--- src/rtl/rsds_deser_pkg.sv ---
`timescale 1ns/1ps
package rsds_deser_pkg;
  localparam int unsigned COLOUR_CNT   = 3;   // index 0 blue, 1 green, 2 red
  localparam int unsigned DEF_LANE_CNT = 12;
  localparam int unsigned DEF_HALF_W   = 3;

  typedef enum logic [1:0] {
    COL_BLUE  = 2'd0,
    COL_GREEN = 2'd1,
    COL_RED   = 2'd2
  } colour_e;
endpackage

--- src/rtl/rsds_lane_map.sv ---
`timescale 1ns/1ps
module rsds_lane_map
  import rsds_deser_pkg::*;
#(
  parameter int unsigned LANE_CNT = DEF_LANE_CNT,
  parameter int unsigned HALF_W   = DEF_HALF_W
) (
  input  logic [LANE_CNT-1:0]                   lane_i,
  input  logic                                  swap_i,
  input  logic                                  flip_i,
  output logic [COLOUR_CNT-1:0][HALF_W-1:0]     half_o
);
  for (genvar c = 0; c < COLOUR_CNT; c++) begin : g_col
    for (genvar s = 0; s < HALF_W; s++) begin : g_sig
      // default order puts the msb lane first in each group; swap mirrors it
      localparam int unsigned DefLane = c * HALF_W + (HALF_W - 1 - s);
      localparam int unsigned SwpLane = LANE_CNT - 1 - DefLane;
      assign half_o[c][s] = (swap_i ? lane_i[SwpLane] : lane_i[DefLane]) ^ flip_i;
    end
  end
endmodule

--- src/rtl/rsds_edge_capture.sv ---
`timescale 1ns/1ps
module rsds_edge_capture #(
  parameter int unsigned W = 9
) (
  input  logic         clk_i,
  input  logic         rst_ni,
  input  logic         swap_i,
  input  logic [W-1:0] d_i,
  output logic [W-1:0] half0_o,
  output logic [W-1:0] half1_o,
  output logic         pair_ok_o
);
  logic [W-1:0] rise_q, fall_q;
  logic         rise_seen_q, fall_seen_q;

  always_ff @(posedge clk_i or negedge rst_ni) begin
    if (!rst_ni) begin
      rise_q      <= '0;
      rise_seen_q <= 1'b0;
    end else begin
      rise_q      <= d_i;
      rise_seen_q <= 1'b1;
    end
  end

  always_ff @(negedge clk_i or negedge rst_ni) begin
    if (!rst_ni) begin
      fall_q      <= '0;
      fall_seen_q <= 1'b0;
    end else begin
      fall_q      <= d_i;
      fall_seen_q <= 1'b1;
    end
  end

  // swapped clock: its rising edge is our falling edge, so the pair closes on
  // the rising edge with the live lanes as second half
  assign half0_o   = swap_i ? fall_q : rise_q;
  assign half1_o   = swap_i ? d_i    : fall_q;
  assign pair_ok_o = swap_i ? fall_seen_q : rise_seen_q;
endmodule

--- src/rtl/rsds_word_pack.sv ---
`timescale 1ns/1ps
module rsds_word_pack
  import rsds_deser_pkg::*;
#(
  parameter int unsigned HALF_W = DEF_HALF_W,
  localparam int unsigned WORD_W = 2 * HALF_W
) (
  input  logic                              clk_i,
  input  logic                              rst_ni,
  input  logic                              pair_ok_i,
  input  logic [COLOUR_CNT-1:0][HALF_W-1:0] half0_i,
  input  logic [COLOUR_CNT-1:0][HALF_W-1:0] half1_i,
  output logic                              valid_o,
  output logic [COLOUR_CNT-1:0][WORD_W-1:0] word_o
);
  logic [COLOUR_CNT-1:0][WORD_W-1:0] word_d;

  for (genvar c = 0; c < COLOUR_CNT; c++) begin : g_col
    for (genvar s = 0; s < HALF_W; s++) begin : g_bit
      assign word_d[c][2*s]   = half0_i[c][s];
      assign word_d[c][2*s+1] = half1_i[c][s];
    end
  end

  always_ff @(posedge clk_i or negedge rst_ni) begin
    if (!rst_ni) begin
      valid_o <= 1'b0;
      word_o  <= '0;
    end else begin
      valid_o <= pair_ok_i;
      if (pair_ok_i) word_o <= word_d;
    end
  end

  AST_VALID_STICKY: assert property (@(posedge clk_i) disable iff (!rst_ni)
    valid_o |=> valid_o);
  AST_IDLE_ZERO: assert property (@(posedge clk_i) disable iff (!rst_ni)
    !valid_o |-> (word_o == '0));
endmodule

--- src/rtl/rsds_pix_deser.sv ---
`timescale 1ns/1ps
module rsds_pix_deser
  import rsds_deser_pkg::*;
#(
  parameter int unsigned LANE_CNT = DEF_LANE_CNT,
  parameter int unsigned HALF_W   = DEF_HALF_W,
  localparam int unsigned WORD_W  = 2 * HALF_W,
  localparam int unsigned HW_BITS = COLOUR_CNT * HALF_W
) (
  input  logic                clk_i,
  input  logic                rst_ni,
  input  logic [LANE_CNT-1:0] lane_i,
  input  logic                swap_i,
  input  logic                inv_i,
  output logic                pix_valid_o,
  output logic [WORD_W-1:0]   red_o,
  output logic [WORD_W-1:0]   grn_o,
  output logic [WORD_W-1:0]   blu_o
);
  logic                              swap_q;
  logic [COLOUR_CNT-1:0][HALF_W-1:0] hw, h0, h1;
  logic [COLOUR_CNT-1:0][WORD_W-1:0] word;
  logic [HW_BITS-1:0]                h0_flat, h1_flat;
  logic                              pair_ok;

  // strap: loaded only while reset is held
  always_ff @(posedge clk_i) begin
    if (!rst_ni) swap_q <= swap_i;
  end

  rsds_lane_map #(.LANE_CNT(LANE_CNT), .HALF_W(HALF_W)) i_map (
    .lane_i (lane_i),
    .swap_i (swap_q),
    .flip_i (swap_q ^ inv_i),
    .half_o (hw)
  );

  rsds_edge_capture #(.W(HW_BITS)) i_cap (
    .clk_i     (clk_i),
    .rst_ni    (rst_ni),
    .swap_i    (swap_q),
    .d_i       (hw),
    .half0_o   (h0_flat),
    .half1_o   (h1_flat),
    .pair_ok_o (pair_ok)
  );

  assign h0 = h0_flat;
  assign h1 = h1_flat;

  rsds_word_pack #(.HALF_W(HALF_W)) i_pack (
    .clk_i     (clk_i),
    .rst_ni    (rst_ni),
    .pair_ok_i (pair_ok),
    .half0_i   (h0),
    .half1_i   (h1),
    .valid_o   (pix_valid_o),
    .word_o    (word)
  );

  assign red_o = word[COL_RED];
  assign grn_o = word[COL_GREEN];
  assign blu_o = word[COL_BLUE];

  logic [COLOUR_CNT-1:0][HALF_W-1:0] even_bits, odd_bits;
  for (genvar c = 0; c < COLOUR_CNT; c++) begin : g_chk
    for (genvar s = 0; s < HALF_W; s++) begin : g_bit
      assign even_bits[c][s] = word[c][2*s];
      assign odd_bits[c][s]  = word[c][2*s+1];
    end
  end

  AST_EVEN_FROM_RISE: assert property (@(posedge clk_i) disable iff (!rst_ni)
    (pix_valid_o && !swap_q) |-> (even_bits == $past(hw, 2)));
  AST_ODD_FROM_LIVE: assert property (@(posedge clk_i) disable iff (!rst_ni)
    (pix_valid_o && swap_q) |-> (odd_bits == $past(hw, 1)));
endmodule

--- config.mk ---
export PLATFORM = sky130hd
export DESIGN_NAME = rsds_pix_deser
export DESIGN_NICKNAME = d
export VERILOG_FILES = /design/src/rtl/rsds_deser_pkg.sv /design/src/rtl/rsds_lane_map.sv /design/src/rtl/rsds_edge_capture.sv /design/src/rtl/rsds_word_pack.sv /design/src/rtl/rsds_pix_deser.sv
export SDC_FILE = /design/constraint.sdc
export NUM_CORES = 1
export LEC_CHECK = 0
export BUFFER_PORTS_ARGS = -buffer_cell sky130_fd_sc_hd__buf_2
export CAP_MARGIN = 20
export CORE_MARGIN = 1
export CORE_UTILIZATION = 50
export CTS_BUF_LIST = sky130_fd_sc_hd__clkbuf_2
export DETAILED_ROUTE_END_ITERATION = 10
export PLACE_DENSITY = 0.73
export SETUP_SLACK_MARGIN = 0.4
export SYNTH_ARGS = -nofsm -noshare
export SYNTH_HDL_FRONTEND = slang
export SYNTH_SLANG_ARGS = --single-unit
export TNS_END_PERCENT = 30
--- constraint.sdc ---
create_clock -name clk_i -period 1.3 [get_ports clk_i]
set_input_delay 0.065 -clock clk_i [delete_from_list [all_inputs] [get_ports clk_i]]
set_output_delay 0.065 -clock clk_i [all_outputs]
set_load 0.1 [all_outputs]
# == Word-level counts from Yosys, hierarchy flattened ==
# Cells that the tools add are included.
# word_totals
in_bits,16
ramBits,0
reg_bits,40
wordCells,31
mem_bits_ro,0
out_inout_bits,19
mem_count,0
latchBits,0
# op_classes
mux,12
bitwise_logic,10
mul,0
div,0
n_addsub,0
shift,0
eq_ne,0
reduce_logical,0
n_lt_le_gt_ge,0
# op_table
operator,count
9-bit two-way mux,2
1-bit two-way mux,10
1-bit XOR,10

# == Logic depth before layout (Yosys ltp) ==
# Gate-level depths: netlist (run 1).
# depth
word_depth,3
mapped_depth,5
mapped_depth_nobuf,3

# == Cells and area by module ==
# Synthesis (run 1) repeated with hierarchy kept, for this count alone.
# unflattened
hier_cells,104
area_unflattened_um2,1761.7
# by_module_without_submodules
mod,area_each_um2,instances,cells_per_inst
rsds_edge_capture,787.0,1,42
rsds_word_pack,747.0,1,39
rsds_lane_map,185.2,1,20
rsds_pix_deser,42.5,1,3

==> impl_metrics.ini, run 1 <==
[layout]
diodes = 0
nets = 227
fill_cells = 218
layout.cells.non_filler = 258
final_cell_mix = dfrtp_1 (29), mux2i_1 (20), xnor2_1 (17), buf_4 (16), buf_12 (16)
fin_area_sq_um = 2550
drive_above_1_share_pct = 39.15
final_common_cell = dfrtp_1
syn2layout_area_growth_pct = 41.53
final_core_util_pct = 75.23
multi_input_area_sq_um = 764.5
ff_latch_area_sq_um = 1006

[detailed_routing]
drc = 0
drt_iter0_markers = 51
wl_microns = 3730
postRouteAntennaNets = 0
vias = 1297
vias_per_cell = 5.027
wire_per_inst_microns = 14.46
drtPass1Iterations = 4

[placement]
dpl-instance-area_sq_um = 2136
io_buffers = 34
preCtsSetupSlack_ps = -466.0
finalWeightedCongestion = 0.7647
dp_hpwl_microns = 2544
placedCellCount = 242

[setup_path]
endpoint_kind = flip-flop
critPathArrivalTime_ps = 1360
r2r_start = swap_q
setup.worst_path.class = flip-flop to flip-flop
critical_path_required_ps = 830
reg2reg_to = i_cap.fall_q[4]
r2r_cells = 3
crit_fanout = 18
reg2reg_slack_ps = -540
start_kind = flip-flop

[grt]
grt_pass1_vias = 1261
grt_max_degree = 22
grt_use_total_pct = 20.86
gr-total-overflow = 0
antenna_found_initial = 0
grt_pass1_wl_microns = 5533

[clock_tree]
clockRootBuffer = clkbuf_2
clk_pin_slew_worst_paths_ps = 180
worstSkewPairLatency_ps = 380
cts_max_path_buffers = 2
cts_tree = built
cts.sinks = 40
cts_buffers = 5
hold_buffers = 3
htreeDepth = 2

[yosys]
ys_seq_elements = 40
synth_cell_types = 18
synth_cells = 154
synth_top_family_by_area = multiplexers
yosys.area.top_type_share_pct = 40.28
synth-compound-area-share_pct = 10.42
yosys.area_share.simple_pct = 6.250
synth_top_area_cell = dfrtp_1
muxShareOfSynthArea_pct = 12.92
synth_xor_area_share_pct = 8.750
synthAdderAreaFrac_pct = 0
avgSynthCellArea_sq_um = 11.70
synthesis.area_sq_um = 1802
yosys_warnings = 0
synthTopCellsByArea = dfrtp_1 (40%), dfrtn_1 (14%), mux2i_1 (12%)
ys_seq_area_share_pct = 55.83

[power]
power.total_mw = 3.958
share_comb_of_total_power_pct = 46.6
p_int_mw = 2.232
p_per_area_nw_per_um2 = 1552
clkPwrFrac_pct = 12.5
irDropWorstVdd_uv = 645.9
switching_share_pct = 43.62
leakagePower_nw = 1.176
power.net_switching_mw = 1.727
power_frac_seq_pct = 40.9

[floorplanning]
rows = 21
start_util_pct = 53.16
fp.dieH_microns = 62.03
ios = 35
die_w_microns = 62.03
die_area_sq_um = 3848
core_sq_um = 3390

[sta]
fin_setup_tns_ps = -11540
max_slew_margin_pct = 36.82
tightestPinTransition_ps = 947.7
hold_viol = 3
setup_viol = 28
skew_ps = 58.63
rsz0062_at_grt = true
finalWorstSetupSlack_ps = -539.7
maxSlewViolCount = 0
holdWs_ps = -48.45

[outcome]
failed_checks = negative hold slack, negative setup slack
status = finished with violations

[min_path]
hold_path_class = input pin to flip-flop
hold_path_depth = 3
min_from = lane_i[0]
holdPathEnd = i_cap.rise_q[2]

[run]
maxCapViolCount = 0
-- logic make-up (layout without fill, tap and decap cells) --
group	Yosys count	in the layout
XOR/XNOR	18	18
flip-flops	40	40
buffers and inverters	16	73
AO/OA/AOI/OAI	33	33
AND/OR/NAND/NOR	24	24
other	1	2
multiplexers	22	22
-- power by group through the flow --
stage	clock, mW	sequential [mW]	combinational [mW]
after floorplan	0	2.40	0.385
after global placement	0	1.57	1.47
after detailed placement	0	1.58	1.49
after CTS	0.520	1.61	1.77
after global routing	0.577	1.64	1.93
final	0.493	1.62	1.85
-- worst max-delay path: stages (launching register included) --
cell,delay [ps]
edfxtp_1,450
buf_12,180
mux2i_4,200
xnor2_2,140
-- cells in the mapped netlist, drive strengths merged --
cell and n:
conb 1, a211oi 9, edfxtp 1, a21oi 9, o21ai 15, mux2i 22, nor2b 9, clkbuf 1
nand2 15, dfrtn 10, inv 5, xnor2 18, buf 10, dfrtp 29
-- registers in the layout, summed over array words and instances (netlist names) --
name and flops:
i_cap.rise_q 9, i_pack.valid_o 1, i_cap.fall_q 9, swap_q 1, i_pack.word_o 18, i_cap.rise_seen_q 1
i_cap.fall_seen_q 1
-- layout make-up --
type,count,area share (%)
clock buffers,5,0.9814
well taps,46,2.257
clock inverters,3,0.5397
inverters,5,0.7360
multi-input cells,99,29.98
flip-flops and latches,40,39.45
repair buffers,60,26.05
-- worst max path at each step --
stage                           start                to  cells after the start
finish                         swap_q   i_cap.fall_q[4]                      3
global route                   swap_q   i_cap.fall_q[4]                      3
CTS                            swap_q   i_cap.fall_q[4]                      3
detailed placement  i_cap.fall_seen_q  i_pack.word_o[9]                      3
global placement    i_cap.fall_seen_q  i_pack.word_o[7]                      3
floorplan           i_cap.fall_seen_q  i_pack.word_o[0]                      5
-- per-layer routing --
metal | track usage (%) | vias up | share of wire (%) | routed length, microns
met2 | 37.54 | 28 | 53 | 1983
met4 | 8.254 | 0 | 1.8 | 67
met1 | 22.91 | 631 | 41 | 1543
met3 | 6.211 | 7 | 3.6 | 136
li1 | - | 631 | - | -
met5 | 0 | - | 0 | 0
-- timing repair --
action | CTS | global route
pin swaps | 13 | 2
hold endpoints to repair | 35 | 5
buffers inserted | 0 | 3
setup endpoints to repair | 56 | 77
cloned | 0 | 2
resized for setup | 66 | 23
No activity file was read; power rests on OpenSTA's default activity.
==> run 2, diff against run 1 <==
--- a/config.mk
+++ b/config.mk
@@ -10,9 +10,10 @@
 export CORE_MARGIN = 1
 export CORE_UTILIZATION = 50
 export CTS_BUF_LIST = sky130_fd_sc_hd__clkbuf_2
+export CTS_CLUSTER_SIZE = 25
 export DETAILED_ROUTE_END_ITERATION = 10
 export PLACE_DENSITY = 0.73
-export SETUP_SLACK_MARGIN = 0.4
+export SETUP_SLACK_MARGIN = 0.5
 export SYNTH_ARGS = -nofsm -noshare
 export SYNTH_HDL_FRONTEND = slang
 export SYNTH_SLANG_ARGS = --single-unit
==> run 2 against run 1 <==
Compared with the run above: the run still ends with negative hold slack, negative setup slack left; setup slack about the same; register-to-register slack is essentially flat; global-route usage unchanged; critical endpoint unchanged; cell count unchanged; clock skew unchanged.
==> impl_metrics.ini, run 2 (synthesis gave the netlist of run 1 again) <==
[placement]
preCtsSetupSlack_ps = -466.0
dp_hpwl_microns = 2544
placedCellCount = 242
finalWeightedCongestion = 0.7647
io_buffers = 34

[detailed_routing]
vias_per_cell = 5.027
postRouteAntennaNets = 0
wire_per_inst_microns = 14.47
drc = 0
drt_iter0_markers = 51
vias = 1297
wl_microns = 3734
drtPass1Iterations = 4

[power]
irDropWorstVdd_uv = 645.9
leakagePower_nw = 1.176
p_per_area_nw_per_um2 = 1552

[clock_tree]
cts_max_path_buffers = 2
cts_buffers = 5
worstSkewPairLatency_ps = 380
clockRootBuffer = clkbuf_2
cts.sinks = 40
hold_buffers = 3
clk_pin_slew_worst_paths_ps = 180
cts_tree = built
htreeDepth = 2

[outcome]
status = finished with violations
failed_checks = negative hold slack, negative setup slack

[grt]
grt_use_total_pct = 20.86
grt_pass1_vias = 1261
grt_pass1_wl_microns = 5533
gr-total-overflow = 0
grt_max_degree = 22
antenna_found_initial = 0

[min_path]
holdPathEnd = i_cap.rise_q[2]
hold_path_class = input pin to flip-flop
hold_path_depth = 3
min_from = lane_i[0]

[sta]
setup_viol = 28
fin_setup_tns_ps = -11540
max_slew_margin_pct = 36.88
hold_viol = 3
maxSlewViolCount = 0
skew_ps = 58.63
rsz0062_at_grt = true
holdWs_ps = -48.45
finalWorstSetupSlack_ps = -539.5
tightestPinTransition_ps = 945.3

[setup_path]
reg2reg_to = i_cap.fall_q[4]
reg2reg_slack_ps = -540
r2r_start = swap_q
r2r_cells = 3
critPathArrivalTime_ps = 1360
endpoint_kind = flip-flop
cpMaxStageDelayCell = edfxtp_1
setup.worst_path.class = flip-flop to flip-flop
max_stage_delay_ps = 450
critical_path_required_ps = 830
crit_chain = buf_12 > mux2i_4 > xnor2_2
crit_fanout = 18
start_kind = flip-flop

[layout]
fill_cells = 218
diodes = 0
syn2layout_area_growth_pct = 41.53
layout.cells.non_filler = 258
nets = 227
top_register = i_pack.word_o
final_common_cell = dfrtp_1
reg_top3 = i_pack.word_o: 18 flops, i_cap.fall_q: 9 flops, i_cap.rise_q: 9 flops
drive_above_1_share_pct = 39.15
final_cell_mix = dfrtp_1 (29), mux2i_1 (20), xnor2_1 (17), buf_4 (16), buf_12 (16)
largest_reg_flops = 18

[floorplanning]
start_util_pct = 53.16
ios = 35
die_w_microns = 62.03
die_area_sq_um = 3848
fp.dieH_microns = 62.03
core_sq_um = 3390
rows = 21

[run]
maxCapViolCount = 0
## run 2: changes by cell type in the layout (fill, tap and decap cells not counted)
cell and change:
dlymetal6s4s_1 -1, dlymetal6s2s_1 +1
## run 2: layer usage
layer  up-vias  part of all wire (%)  track usage (%)
met4         0                   1.8            8.254
met5         -                     0                0
met2        28                    53            37.54
met1       631                    42            22.91
met3         7                   3.6            6.211
li1        631                     -                -
## run 2: cell type report
cell class / instances / area [sq um] / share of cell area (%)
Tap cell: 46 / 57.56 / 2.257
Inverter: 5 / 18.77 / 0.7360
Timing Repair Buffer: 60 / 664.4 / 26.05
Sequential cell: 40 / 1006 / 39.45
Clock inverter: 3 / 13.76 / 0.5397
Clock buffer: 5 / 25.02 / 0.9814
Multi-Input combinational cell: 99 / 764.5 / 29.98
## run 2: through the flow
| step | total power, mW | instance area (sq um) | hold slack (ps) | util, % |
|---|---|---|---|---|
| after floorplan | 2.782 | 1852 | -230.6 | - |
| after global placement | 3.035 | 2136 | 35.43 | 63.01 |
| after detailed placement | 3.075 | 2136 | 42.12 | 63.01 |
| after CTS | 3.903 | 2451 | -71.00 | 72.31 |
| after global routing | 4.147 | 2550 | -101.6 | 75.23 |
| final | 3.958 | 2550 | -48.45 | 75.23 |
## run 2: how the worst max path moves through the flow
stage	start	endpoint	slack, ps
2_1_floorplan	i_cap.fall_seen_q	i_pack.word_o[0]	-450
3_3_place_gp	i_cap.fall_seen_q	i_pack.word_o[7]	-380
3_5_place_dp	i_cap.fall_seen_q	i_pack.word_o[9]	-470
4_1_cts	swap_q	i_cap.fall_q[4]	-530
5_1_grt	swap_q	i_cap.fall_q[4]	-610
6_report	swap_q	i_cap.fall_q[4]	-540
## run 2: worst max-delay path: cells and delay by family (launching register included)
family                    cells  cell delay (ps)
buffers and inverters         1              180
xor gates and xnor gates      1              140
muxes                         1              200
DFF                           1              450
## run 2: power breakdown
| part | switching, mW | internal, mW |
|---|---|---|
| sequential | 0.168 | 1.45 |
| combinational | 1.19 | 0.660 |
| clock | 0.373 | 0.120 |
## run 2: repair_timing
action / 4_1_cts / 5_1_grt
endpoints found under the setup margin: 56 / 77
buffers inserted: 0 / 3
pin swaps: 13 / 2
cloned: 0 / 2
gates resized for setup: 66 / 24
endpoints found under the hold margin: 35 / 5
